`config.mk`:
```
export PLATFORM = sky130hd
export DESIGN_NAME = intc_vector_ctrl
export DESIGN_NICKNAME = d
export VERILOG_FILES = /design/src/rtl/intc_pkg.sv /design/src/rtl/intc_enable_bank.sv /design/src/rtl/intc_pend_bank.sv /design/src/rtl/intc_select.sv /design/src/rtl/intc_vector_ctrl.sv
export SDC_FILE = /design/constraint.sdc
export NUM_CORES = 1
export LEC_CHECK = 0
export ABC_AREA = 1
export BUFFER_PORTS_ARGS = -buffer_cell sky130_fd_sc_hd__buf_2
export CORE_MARGIN = 5
export CORE_UTILIZATION = 54
export CTS_CLUSTER_DIAMETER = 200
export CTS_CLUSTER_SIZE = 16
export DETAILED_ROUTE_END_ITERATION = 7
export GPL_ROUTABILITY_DRIVEN = 0
export GPL_TIMING_DRIVEN = 0
export PLACE_DENSITY = 0.81
export SYNTH_ARGS = -nofsm -noshare
export SYNTH_HDL_FRONTEND = slang
export SYNTH_SLANG_ARGS = --single-unit
```
`constraint.sdc`:
```
create_clock -name clk -period 2.9 [get_ports clk]
set_input_delay 0.58 -clock clk [delete_from_list [all_inputs] [get_ports clk]]
set_output_delay 0.58 -clock clk [all_outputs]
set_load 0.1 [all_outputs]
```
`src/rtl/intc_pkg.sv`:
```
package intc_pkg;
  localparam int NUM_IRQ_DEF  = 32;
  localparam int EXC_BASE_DEF = 16;

  typedef enum logic [1:0] {
    VIEW_EN_SET   = 2'd0,
    VIEW_EN_CLR   = 2'd1,
    VIEW_PEND_SET = 2'd2,
    VIEW_PEND_CLR = 2'd3
  } view_e;
endpackage

```
`src/rtl/intc_enable_bank.sv`:
```
module intc_enable_bank #(
  parameter int N = 32
) (
  input  logic         clk,
  input  logic         rst_n,
  input  logic [N-1:0] set_bits,
  input  logic [N-1:0] clr_bits,
  output logic [N-1:0] en_q
);
  logic [N-1:0] en_d;
  logic         en_upd;

  always_comb begin
    en_upd = |(set_bits | clr_bits);
    en_d   = (en_q | set_bits) & ~clr_bits;
  end

  always_ff @(posedge clk or negedge rst_n) begin
    if (!rst_n)      en_q <= '0;
    else if (en_upd) en_q <= en_d;
  end
endmodule

```
`src/rtl/intc_pend_bank.sv`:
```
module intc_pend_bank #(
  parameter int N = 32
) (
  input  logic         clk,
  input  logic         rst_n,
  input  logic [N-1:0] hw_req,
  input  logic [N-1:0] sw_set,
  input  logic [N-1:0] sw_clr,
  input  logic [N-1:0] ack_clr,
  output logic [N-1:0] pend_q
);
  for (genvar i = 0; i < N; i++) begin : g_line
    logic p_d;
    logic p_en;
    always_comb begin
      p_en = hw_req[i] | sw_set[i] | sw_clr[i] | ack_clr[i];
      // a set source always wins over any clear source
      p_d  = hw_req[i] | sw_set[i];
    end
    always_ff @(posedge clk or negedge rst_n) begin
      if (!rst_n)    pend_q[i] <= 1'b0;
      else if (p_en) pend_q[i] <= p_d;
    end
  end
endmodule

```
`src/rtl/intc_select.sv`:
```
module intc_select #(
  parameter int N     = 32,
  parameter int IDX_W = 5
) (
  input  logic [N-1:0]     pend,
  input  logic [N-1:0]     en,
  input  logic             masked,
  input  logic             busy,
  output logic             take,
  output logic [IDX_W-1:0] take_idx
);
  logic [N-1:0] cand;

  always_comb begin
    cand     = pend & en;
    take     = (|cand) & ~masked & ~busy;
    take_idx = '0;
    for (int i = N - 1; i >= 0; i--) begin
      if (cand[i]) take_idx = IDX_W'(i);
    end
  end
endmodule

```
`src/rtl/intc_vector_ctrl.sv`:
```
module intc_vector_ctrl
  import intc_pkg::*;
#(
  parameter int NUM_IRQ  = NUM_IRQ_DEF,
  parameter int EXC_BASE = EXC_BASE_DEF
) (
  input  logic         clk,
  input  logic         rst_n,
  input  logic [31:0]  irq_lines,
  input  logic         bus_sel,
  input  logic         bus_wr,
  input  logic [1:0]   bus_addr,
  input  logic [31:0]  bus_wdata,
  output logic [31:0]  bus_rdata,
  input  logic         mask_set,
  input  logic         mask_clr,
  output logic         irq_masked,
  output logic         req_valid,
  output logic [5:0]   req_excnum,
  input  logic         req_ack,
  input  logic         exc_return,
  output logic [5:0]   active_num
);
  localparam int IDX_W = $clog2(NUM_IRQ);
  localparam int EXC_W = 6;

  logic [NUM_IRQ-1:0] en_set, en_clr, pd_set, pd_clr, ack_clr;
  logic [NUM_IRQ-1:0] en_q, pend_q;
  logic               wr_go;
  view_e              view;
  logic               take;
  logic [IDX_W-1:0]   take_idx;
  logic               mask_q, mask_d, mask_upd;
  logic               act_vld_q, act_vld_d, act_upd;
  logic [IDX_W-1:0]   act_idx_q, act_idx_d;
  logic               fire;

  always_comb begin
    view   = view_e'(bus_addr);
    wr_go  = bus_sel & bus_wr;
    en_set = (wr_go && view == VIEW_EN_SET)   ? bus_wdata[NUM_IRQ-1:0] : '0;
    en_clr = (wr_go && view == VIEW_EN_CLR)   ? bus_wdata[NUM_IRQ-1:0] : '0;
    pd_set = (wr_go && view == VIEW_PEND_SET) ? bus_wdata[NUM_IRQ-1:0] : '0;
    pd_clr = (wr_go && view == VIEW_PEND_CLR) ? bus_wdata[NUM_IRQ-1:0] : '0;
  end

  intc_enable_bank #(.N(NUM_IRQ)) u_en (
    .clk(clk), .rst_n(rst_n), .set_bits(en_set), .clr_bits(en_clr), .en_q(en_q)
  );

  intc_pend_bank #(.N(NUM_IRQ)) u_pend (
    .clk(clk), .rst_n(rst_n), .hw_req(irq_lines[NUM_IRQ-1:0]),
    .sw_set(pd_set), .sw_clr(pd_clr), .ack_clr(ack_clr), .pend_q(pend_q)
  );

  intc_select #(.N(NUM_IRQ), .IDX_W(IDX_W)) u_sel (
    .pend(pend_q), .en(en_q), .masked(mask_q), .busy(act_vld_q),
    .take(take), .take_idx(take_idx)
  );

  // next-state logic for mask and active record
  always_comb begin
    fire     = take & req_ack;
    ack_clr  = '0;
    if (fire) ack_clr[take_idx] = 1'b1;
    mask_upd = mask_set | mask_clr;
    mask_d   = mask_set;
    act_upd  = fire | exc_return;
    act_vld_d = fire;
    act_idx_d = fire ? take_idx : act_idx_q;
  end

  always_ff @(posedge clk or negedge rst_n) begin
    if (!rst_n)        mask_q <= 1'b0;
    else if (mask_upd) mask_q <= mask_d;
  end

  always_ff @(posedge clk or negedge rst_n) begin
    if (!rst_n) begin
      act_vld_q <= 1'b0;
      act_idx_q <= '0;
    end else if (act_upd) begin
      act_vld_q <= act_vld_d;
      act_idx_q <= act_idx_d;
    end
  end

  always_comb begin
    irq_masked = mask_q;
    req_valid  = take;
    req_excnum = take ? EXC_W'(take_idx) + EXC_W'(EXC_BASE) : '0;
    active_num = act_vld_q ? EXC_W'(act_idx_q) + EXC_W'(EXC_BASE) : '0;
    bus_rdata  = '0;
    case (view)
      VIEW_EN_SET, VIEW_EN_CLR:     bus_rdata[NUM_IRQ-1:0] = en_q;
      VIEW_PEND_SET, VIEW_PEND_CLR: bus_rdata[NUM_IRQ-1:0] = pend_q;
      default:                      bus_rdata = '0;
    endcase
  end
endmodule

```
==> impl_summary.log <==
INFO  metric grt_antenna_before_repair = 0
INFO  metric outcome = complete, but fails checks
INFO  metric critical_path.max_fanout = 2
INFO  metric grt_util_met3 = 5.80%
INFO  metric die_width = 102 µm
INFO  metric grt_max_degree = 71
INFO  metric viasPerCell = 5.52
INFO  metric timing_worst_slew_pin_value = 0.772 ns
INFO  metric insertedDiodeCount = 0
INFO  metric area_growth_syn_to_layout = 30.6%
INFO  metric postSynthRegisterBits = 71
INFO  metric drt_wl_total = 15.2 mm
INFO  metric yosysUniqueCellTypes = 22
INFO  metric ys_seq_area_share = 38.5%
INFO  metric net_switching_fraction_of_the_power = 44.6%
INFO  metric place.detailed.hpwl = 10.2 mm
INFO  metric critical_path_class = reg -> out
INFO  metric num-nets-final = 918
INFO  metric crit_top_cell = nand2_1
INFO  metric yosysWarningCount = 0
INFO  metric start_kind = flop
INFO  metric regToRegSetupSlack = -0.04 ns
INFO  metric via_count_of_the_first_global_routing_pass = 4879
INFO  metric layout.cells.most_common = nand2_1
INFO  metric regArea = 0.00178 mm²
INFO  metric cts_buffer_depth = 2
INFO  metric r2r-start = u_pend.pend_q[31]
INFO  metric skew = 0.00866 ns
INFO  metric leakagePower = 3.37 nW
INFO  metric detailedRoute.firstIterationViolations = 434
INFO  metric design.core.area = 0.00826 mm²
INFO  metric pwr-share-seq = 33.0%
INFO  metric synthTopCellsByArea = dfrtp_1 39%, nand2_1 16%, inv_1 12%
INFO  metric violations = negative setup slack
INFO  metric start_util = 55.9%
INFO  metric drcViolationCount = 0
INFO  metric power.density = 597 mW/mm²
INFO  metric grt_use_met2 = 46.7%
INFO  metric vias = 5270
INFO  metric cts-buffers-inserted = 9
INFO  metric clock_tree.root_cell = clkbuf_8
INFO  metric hold_end = act_vld_q
INFO  metric worst_slack = -0.524 ns
INFO  metric netSwitchingPower = 0.00160 W
INFO  metric cpMaxStageDelayCell = dfrtp_1
INFO  metric critical_path.max_stage_delay = 0.38 ns
INFO  metric dpl_cell_area = 0.00541 mm²
INFO  metric post_synth_net_total = 767
INFO  metric reg2reg_to = u_pend.pend_q[0]
INFO  metric clk_pin_slew = 0.08 ns
INFO  metric holdWs = 0.397 ns
INFO  metric grt_busiest_layer = met2
INFO  metric tritoncts_clock_tree = built
INFO  metric worst-endpoint-arrival = 2.84 ns
INFO  metric hold_viol = 0
INFO  metric drv_cap = 0
INFO  metric max-vdd-ir-drop = 0.340 mV
INFO  metric timing_startpoint_of_the_critical_path = u_pend.pend_q[31]
INFO  metric intPower = 0.00199 W
INFO  metric floorplan.die_area = 0.0105 mm²
INFO  metric power_frac_comb = 44.7%
INFO  metric groute.layer.met1.usage = 35.3%
INFO  metric cp.required = 2.32 ns
INFO  metric tritonroute_pass_1_iters = 6
INFO  metric finalPower = 0.00360 W
INFO  metric antenna_violating_nets_post_route = 0
INFO  metric grt_pass1_wl = 22.7 mm
INFO  metric pwr-share-clk = 22.2%
INFO  metric number_of_top_level_design_ports = 120
INFO  metric gr-usage-all-layers = 27.7%
INFO  metric synth_cells = 693
INFO  metric clock_latency = 0.36 ns
INFO  metric h-tree-depth = 3
INFO  metric synth.largest_area_cell = dfrtp_1
INFO  metric crit_path_end_kind = primary output
INFO  metric wl_per_cell = 16.0 µm
INFO  metric synth_top_cell_area_share = 38.5%
INFO  metric slew_headroom = 48.1%
INFO  metric numClockSinks = 71
INFO  metric report.final.setup_viol = 9
INFO  metric final_cell_area = 0.00602 mm²
INFO  metric fmax = 0.292 GHz
INFO  metric hold_path.class = in -> reg
INFO  metric unrepaired_setup_endpoints_after_global_routing = yes
INFO  metric layout_common_cells = 191 x nand2_1, 147 x inv_1, 113 x buf_2
INFO  metric drive_gt1_share = 23.2%
INFO  metric r2r.worst_path.cells = 39
INFO  metric die_y = 102 µm
INFO  metric worstHoldStart = exc_return
INFO  metric layout_min_cycle_time = 3.42 ns
INFO  metric period_share = 118%
INFO  metric timing.final.max_slew_violations = 0
INFO  metric multi_input_comb_area = 0.00233 mm²
INFO  metric num_rows = 33
INFO  metric whs_path_depth = 2
INFO  metric final.fill_count = 667
INFO  metric syn-cell-area = 0.00461 mm²
INFO  metric gr-total-overflow = 0
INFO  metric buffer_ports.inserted = 119
INFO  metric avgSynthCellArea = 6.66 µm²
-- sequential cells by signal, summed over array words and instances (netlist names) --
signal / cells
u_en.en_q: 32
act_idx_q: 5
act_vld_q: 1
u_pend.pend_q: 32
irq_masked: 1
-- repair_timing --
action,CTS,global route
gates resized for setup,20,44
buffers inserted,4,15
hold buffers,0,1
hold endpoints to repair,0,1
setup endpoints to repair,17,39
pin swaps,2,12
gates cloned,0,1
-- power groups by stage --
| stage | Combinational [W] | Sequential [W] | Clock, W |
|---|---|---|---|
| after floorplan | 0.00103 | 0.00119 | 0 |
| after global routing | 0.00172 | 0.00120 | 0.000841 |
| final | 0.00161 | 0.00119 | 0.000799 |
| after CTS | 0.00136 | 0.00118 | 0.000797 |
| after detailed placement | 0.00131 | 0.00120 | 0 |
| after global placement | 0.00127 | 0.00120 | 0 |
-- stage by stage --
stage	std cells	util, %	TNS, ns	setup WS, ns
floorplan	693	-	-15.31	-0.743
finish	954	72.9	-1.02	-0.524
CTS	937	69.0	-0.912	-0.457
global route	954	72.9	-8.06	-0.761
detailed placement	918	65.5	-1.36	-0.636
global placement	917	65.1	-1.07	-0.570
-- cells in the mapped netlist, drive strengths merged --
library cell / number
a21boi: 32
nand3: 22
inv: 149
o31ai: 1
clkbuf: 22
buf: 3
nand4: 18
a21oi: 1
a31oi: 1
nand2: 201
o22ai: 1
dfrtp: 71
nor3: 5
o21bai: 34
o21ai: 98
nor2: 34
-- how the worst max path moves through the flow --
stage,end,depth (start not counted)
6_report,req_excnum[0],35
4_1_cts,req_excnum[1],17
5_1_grt,req_excnum[0],35
2_1_floorplan,bus_rdata[23],3
3_5_place_dp,req_excnum[1],18
3_3_place_gp,req_excnum[1],18
-- final cells by class --
type / instances / area share (%)
inverters: 149 / 9.41
repair buffers: 141 / 15.0
well taps: 105 / 2.18
plain buffers: 24 / 2.06
clock buffers: 10 / 2.12
multi-input cells: 448 / 38.7
clock inverters: 6 / 1.02
flip-flops and latches: 71 / 29.5
-- critical path: cells and delay by family (launching register included) --
kind          cells  cell delay (ns)
simple gates     33             1.86
flops             1             0.38
buf+inv           2             0.24
-- routing by layer --
metal,vias to the layer above,wire [µm]
met5,-,0
met2,284,7330
li1,2462,-
met3,64,1320
met4,0,501
met1,2460,6070
-- logic make-up (layout without fill, tap and decap cells) --
kind of cell	after synthesis	after routing	synth area share, %
and+or+nand+nor	280	280	25.1
buffers and inverters	174	330	14.4
AOI/OAI and AO/OA	168	168	21.9
DFF	71	71	38.5
Note: power is estimated with default switching activity, not from simulation.
